==> config.mk <==
export PLATFORM = sky130hd
export DESIGN_NAME = irq_vec_seq
export DESIGN_NICKNAME = d
export VERILOG_FILES = /design/src/rtl/irq_seq_pkg.sv /design/src/rtl/irq_flag_merge.sv /design/src/rtl/irq_prio_pick.sv /design/src/rtl/irq_vec_seq.sv
export SDC_FILE = /design/constraint.sdc
export NUM_CORES = 1
export LEC_CHECK = 0
export BUFFER_PORTS_ARGS = -buffer_cell sky130_fd_sc_hd__buf_2
export CORE_UTILIZATION = 44
export DETAILED_ROUTE_END_ITERATION = 10
export GPL_ROUTABILITY_DRIVEN = 0
export PLACE_DENSITY = 0.87
export SYNTH_ARGS = -nofsm -noshare
export SYNTH_HDL_FRONTEND = slang
export SYNTH_SLANG_ARGS = --single-unit
export TNS_END_PERCENT = 50
==> constraint.sdc <==
create_clock -name clk -period 2.46 [get_ports clk]
set_clock_uncertainty 0.2 [all_clocks]
set_input_delay 0.123 -clock clk [delete_from_list [all_inputs] [get_ports clk]]
set_output_delay 0.123 -clock clk [all_outputs]
set_load 0.05 [all_outputs]
==> src/rtl/irq_seq_pkg.sv <==
package irq_seq_pkg;
   typedef enum logic [2:0] {
      S_RST_HI, S_RST_LO, S_IDLE, S_STACK, S_MASK, S_VEC_HI, S_VEC_LO
   } seq_state_t;

   localparam int NSRC    = 6;
   localparam int SRC_RST = 0;
   localparam int SRC_SWI = 1;
   localparam int SRC_EXT = 2;
   localparam int SRC_SYN = 3;
   localparam int SRC_DSC = 4;
   localparam int SRC_TMR = 5;
endpackage

==> src/rtl/irq_flag_merge.sv <==
module irq_flag_merge #(
   parameter int N = 5
) (
   input  logic [N-1:0] flags,
   input  logic [N-1:0] en,
   output logic         req
);
   generate
      if (N < 1) begin : g_bad
         $error("irq_flag_merge: N must be at least 1");
      end else if (N == 1) begin : g_single
         assign req = flags[0] & en[0];
      end else begin : g_multi
         assign req = |(flags & en);
      end
   endgenerate
endmodule

==> src/rtl/irq_prio_pick.sv <==
module irq_prio_pick #(
   parameter int N = 6
) (
   input  logic [N-1:0] req,
   output logic [N-1:0] onehot,
   output logic         any
);
   generate
      if (N < 2) begin : g_bad
         $error("irq_prio_pick: N must be at least 2");
      end
   endgenerate

   always_comb begin
      onehot = '0;
      any    = 1'b0;
      for (int k = 0; k < N; k++) begin
         if (req[k] && !any) begin
            onehot[k] = 1'b1;
            any       = 1'b1;
         end
      end
   end
endmodule

==> src/rtl/irq_vec_seq.sv <==
module irq_vec_seq
   import irq_seq_pkg::*;
#(
   parameter int          ADDR_W  = 16,
   parameter int unsigned VEC_TOP = 'h3FFE,
   parameter int          DSC_N   = 5,
   parameter int          TMR_N   = 2
) (
   input  logic              clk,
   input  logic              rst,
   input  logic              insn_end,
   output logic              cpu_mask,
   input  logic              mask_clr,
   input  logic              rti_strobe,
   input  logic              rti_mask,
   input  logic              swi_req,
   input  logic              ext_pend,
   input  logic              ext_en,
   input  logic              sync_pend,
   input  logic              sync_en,
   input  logic [DSC_N-1:0]  disp_flags,
   input  logic [DSC_N-1:0]  disp_en,
   input  logic [TMR_N-1:0]  tmr_flags,
   input  logic [TMR_N-1:0]  tmr_en,
   output logic              stack_req,
   input  logic              stack_done,
   output logic              mask_set,
   output logic              vec_valid,
   output logic [ADDR_W-1:0] vec_addr,
   output logic [NSRC-1:0]   grant
);
   localparam int unsigned VEC_LOW = VEC_TOP - 2 * (NSRC - 1);
   localparam logic [NSRC-1:0] RST_OH = NSRC'(1) << SRC_RST;
   localparam logic [NSRC-1:0] SWI_OH = NSRC'(1) << SRC_SWI;

   generate
      if (ADDR_W < 8) begin : g_bad_w
         $error("irq_vec_seq: ADDR_W too small");
      end
      if (VEC_TOP % 2 != 0) begin : g_bad_align
         $error("irq_vec_seq: VEC_TOP must be even");
      end
      if (VEC_TOP >= (64'd1 << ADDR_W) || VEC_TOP < 2 * (NSRC - 1)) begin : g_bad_range
         $error("irq_vec_seq: vector table does not fit the address width");
      end
   endgenerate

   seq_state_t      state;
   logic            mask_q;
   logic            swi_lat;
   logic [NSRC-1:0] lat_q;
   logic [NSRC-1:0] grant_q;
   logic            dsc_req, tmr_req;
   logic [NSRC-1:0] hw_req;
   logic [NSRC-1:0] pick_in, pick_oh;
   logic            pick_any;
   logic            take;
   logic [ADDR_W-1:0] base;

   irq_flag_merge #(.N(DSC_N)) u_dsc_merge (.flags(disp_flags), .en(disp_en), .req(dsc_req));
   irq_flag_merge #(.N(TMR_N)) u_tmr_merge (.flags(tmr_flags),  .en(tmr_en),  .req(tmr_req));

   always_comb begin
      hw_req          = '0;
      hw_req[SRC_EXT] = ext_pend & ext_en;
      hw_req[SRC_SYN] = sync_pend & sync_en;
      hw_req[SRC_DSC] = dsc_req;
      hw_req[SRC_TMR] = tmr_req;
   end

   // at the boundary the software request joins the hardware set; after
   // stacking a latched software request stands alone
   always_comb begin
      if (state == S_MASK) pick_in = swi_lat ? SWI_OH : hw_req;
      else                 pick_in = hw_req | (swi_req ? SWI_OH : '0);
   end

   irq_prio_pick #(.N(NSRC)) u_pick (.req(pick_in), .onehot(pick_oh), .any(pick_any));

   assign take = (state == S_IDLE) && insn_end && (swi_req || (!mask_q && (|hw_req)));

   always_ff @(posedge clk) begin
      if (rst) begin
         state   <= S_RST_HI;
         mask_q  <= 1'b1;
         swi_lat <= 1'b0;
         lat_q   <= RST_OH;
         grant_q <= RST_OH;
      end else begin
         case (state)
            S_RST_HI: state <= S_RST_LO;
            S_RST_LO: state <= S_IDLE;
            S_IDLE: begin
               if (take) begin
                  state   <= S_STACK;
                  lat_q   <= pick_oh;
                  swi_lat <= swi_req;
               end else if (rti_strobe) begin
                  mask_q <= rti_mask;
               end else if (mask_clr) begin
                  mask_q <= 1'b0;
               end
            end
            S_STACK: if (stack_done) state <= S_MASK;
            S_MASK: begin
               mask_q  <= 1'b1;
               grant_q <= pick_any ? pick_oh : lat_q;
               state   <= S_VEC_HI;
            end
            S_VEC_HI: state <= S_VEC_LO;
            S_VEC_LO: state <= S_IDLE;
            default:  state <= S_IDLE;
         endcase
      end
   end

   always_comb begin
      base = '0;
      for (int k = 0; k < NSRC; k++) begin
         if (grant_q[k]) base = ADDR_W'(VEC_TOP - 2 * k);
      end
   end

   assign cpu_mask  = mask_q;
   assign stack_req = (state == S_STACK);
   assign mask_set  = (state == S_MASK);
   assign vec_valid = (state == S_RST_HI) || (state == S_RST_LO) ||
                      (state == S_VEC_HI) || (state == S_VEC_LO);
   assign vec_addr  = base + ADDR_W'((state == S_RST_LO) || (state == S_VEC_LO));
   assign grant     = vec_valid ? grant_q : '0;

   // stacking starts only after an instruction boundary
   p_stack_on_boundary_r2: assert property (@(posedge clk) disable iff (rst)
      $rose(stack_req) |-> $past(insn_end));

   // a hardware-only acceptance needs the mask clear
   p_hw_needs_mask_clear_r3: assert property (@(posedge clk) disable iff (rst)
      ($rose(stack_req) && !$past(swi_req)) |-> !$past(cpu_mask));

   // mask_set follows the cycle where stacking was reported done
   p_mask_set_after_done_r5: assert property (@(posedge clk) disable iff (rst)
      mask_set |-> $past(stack_req && stack_done));

   // one source granted while a vector is presented
   p_grant_onehot_r9: assert property (@(posedge clk) disable iff (rst)
      vec_valid |-> ($countones(grant) == 1));

   // high byte address is followed by its pair with the same grant
   p_lo_follows_hi_r10: assert property (@(posedge clk) disable iff (rst)
      (vec_valid && !vec_addr[0]) |=> (vec_valid && vec_addr[0] && $stable(grant)));

   // mask stays set while vectoring
   p_mask_held_r12: assert property (@(posedge clk) disable iff (rst)
      vec_valid |-> cpu_mask);
endmodule

==> results.sh <==
export IMPL_syn_avg_cell_area_um2=7.928
export IMPL_yosysWarnings=0
export IMPL_synth_edf_count=0
export IMPL_grt_max_degree=19
export IMPL_area_growth_pct=24.91
export IMPL_async_flop_share_pct=0
export IMPL_critPathSlowestCell="dfxtp_1"
export IMPL_cp_slowest_stage_delay_ps=370
export IMPL_io_pins=52
export IMPL_cts_buffers=3
export IMPL_antenna_found_initial=0
export IMPL_peakVddDrop_uv=371.4
export IMPL_end_kind="flop"
export IMPL_slew_violations=0
export IMPL_cts_buffer_depth=2
export IMPL_dp_final_hpwl_um=1831
export IMPL_crit_path_start="state[1]"
export IMPL_place_area_mm2=0.001200
export IMPL_crit_type="flop to flop"
export IMPL_rsz0062_at_grt="no"
export IMPL_ys_seq_elements=17
export IMPL_drt_initial_drc_count=25
export IMPL_synth_area_leaders="dfxtp_1 34%, buf_4 8.1%, nor2_1 6.7%"
export IMPL_cts_setup_buffers=0
export IMPL_violations="negative hold slack"
export IMPL_arrival_ps=2210
export IMPL_grt_pass1_vias=946
export IMPL_fmax_ghz=0.4534
export IMPL_ys_seq_area_share_pct=33.54
export IMPL_ctsRootBufferMaster="clkbuf_4"
export IMPL_clkSlewWorstSetupHoldPaths_ps=100
export IMPL_fin_nets=199
export IMPL_finalCritPeriodShare_pct=89.66
export IMPL_tritoncts="built"
export IMPL_hold_slack_ps=-4.523
export IMPL_hp_class="primary input to flop"
export IMPL_drive_above_1_share_pct=35.47
export IMPL_min_from="rti_mask"
export IMPL_routed_wl_um=2273
export IMPL_synthTopCellsByCount="18 x nor2_1, 17 x dfxtp_1, 14 x nand2_1"
export IMPL_clock_latency_ps=290
export IMPL_r2r_slack_ps=250
export IMPL_powerDensity_mw_per_mm2=520.8
export IMPL_status="complete, but fails checks"
export IMPL_grt_pass1_wl_um=3995
export IMPL_path_common_cell="nand2b_2"
export IMPL_post_cts_resized=0
export IMPL_grt_overflow_total=0
export IMPL_die_x_um=50.02
export IMPL_syn_inst=128
export IMPL_ant_nets=0
export IMPL_core_mm2=0.002191
export IMPL_synth_flop_cell="dfxtp_1"
export IMPL_grt_util_all_layers_pct=20.58
export IMPL_yosysMostFrequentCell="nor2_1"
export IMPL_start_kind="flop"
export IMPL_timing_final_hold_violations=1
export IMPL_post_drt_wl_per_cell_um=11.37
export IMPL_fp_dieH_um=50.02
export IMPL_cp_max_fo=9
export IMPL_cts_hold_buf=4
export IMPL_num_vias=1038
export IMPL_via_per_inst=5.190
export IMPL_p_leak_nw=0.5621
export IMPL_fin_util_pct=57.85
export IMPL_die_area_mm2=0.002502
export IMPL_portBuffers=49
export IMPL_cts_num_sinks=17
export IMPL_h_tree_depth=1
export IMPL_start_util_pct=46.32
export IMPL_path_cells="nand2b_2 -> nand2b_2 -> inv_6 -> mux2_4 -> nor3b_1 -> a211oi_1 -> nor3_1"
export IMPL_final_area_mm2=0.001267
export IMPL_synth_area_mm2=0.001015
export IMPL_fin_crit_ps=2206
export IMPL_max_cap_violations=0
export IMPL_r2r_start="state[1]"
export IMPL_rows=17
export IMPL_setup_viol=0
export IMPL_finalSetupTns_ps=0
export IMPL_synth_cell_types=39
export IMPL_remaining_drc_errors=0
export IMPL_yosysTopAreaCell="dfxtp_1"
export IMPL_worstPathRequired_ps=2470
export IMPL_drt_pass1_iter_count=4
export IMPL_n_antenna_cell=0
export IMPL_yosysTopAreaCellShare_pct=33.54
==> critical path: cells and delay by family (launching register included) <==
family / cells / cell delay, ps
compound gates: 1 / 90
simple gates: 4 / 990
flops: 1 / 370
mux: 1 / 340
buf+inv: 1 / 130
==> metal layers <==
metal	up-vias	global-route usage, %	routed length [um]
met4	0	5.714	29
met3	4	2.469	147
met5	-	0	0
li1	527	-	-
met1	456	25.09	984
met2	51	37.11	1112
==> placed cells by master, fill, tap and decap left out, types with 2 or more instances in the layout <==
cell type       n
buf_2          49
nor2_1         17
dfxtp_1        17
nand2_1        14
a21oi_1        11
and2_1          6
a211oi_1        6
nor3_1          4
dlygate4sd3_1   4
nor3b_1         3
a22oi_1         3
mux2i_1         3
clkbuf_4        3
nand2b_2        2
inv_1           2
nand3b_1        2
nand3_1         2
conb_1          2
==> state kept, by name, indices dropped and copies added, names as in the netlist <==
register and flops:
grant_q 6, lat_q 6, state 3, cpu_mask 1, swi_lat 1
==> stage by stage <==
stage / hold slack, ps / setup WS [ps] / instances / power [mW]
final: -4.523 / 254.4 / 200 / 0.6601
after global routing: 15.32 / 75.16 / 200 / 0.6952
after CTS: 1.037 / 250.2 / 200 / 0.6611
after detailed placement: 149.7 / 269.7 / 192 / 0.5141
after global placement: 142.4 / 379.1 / 192 / 0.5076
after floorplan: 22.40 / 67.50 / 129 / 0.4670
==> final cells by class <==
type / count / area (um^2)
clock buffer: 3 / 22.52
clock inverter: 1 / 5.005
fill: 202 / 923.4
inverter: 4 / 20.02
multi-input combinational: 94 / 559.3
sequential: 17 / 340.3
tap: 28 / 35.03
timing repair buffer: 53 / 285.3
==> cell families (layout without fill, tap and decap cells) <==
| group | count (synthesis) | count (layout) | share of synthesized area (%) |
|---|---|---|---|
| multiplexers | 4 | 4 | 4.439 |
| AND/OR/NAND/NOR | 59 | 59 | 30.58 |
| other | 1 | 2 | 0.3696 |
| buffers and inverters | 18 | 61 | 11.96 |
| AO/OA/AOI/OAI | 29 | 29 | 19.11 |
| flip-flops | 17 | 17 | 33.54 |
==> report_power, final <==
part	switching (mW)	internal (mW)	total [mW]
Combinational	0.144	0.0668	0.210
Clock	0.0864	0.0605	0.147
Sequential	0.0152	0.288	0.303
Total	0.245	0.415	0.660
==> worst paths after layout <==
kind	cells past startpoint	endpoint
max	7	grant_q[3]
min	3	cpu_mask
max reg2reg	7	grant_q[3]
min reg2reg	2	lat_q[5]
Power figures use the tool's default switching activity.
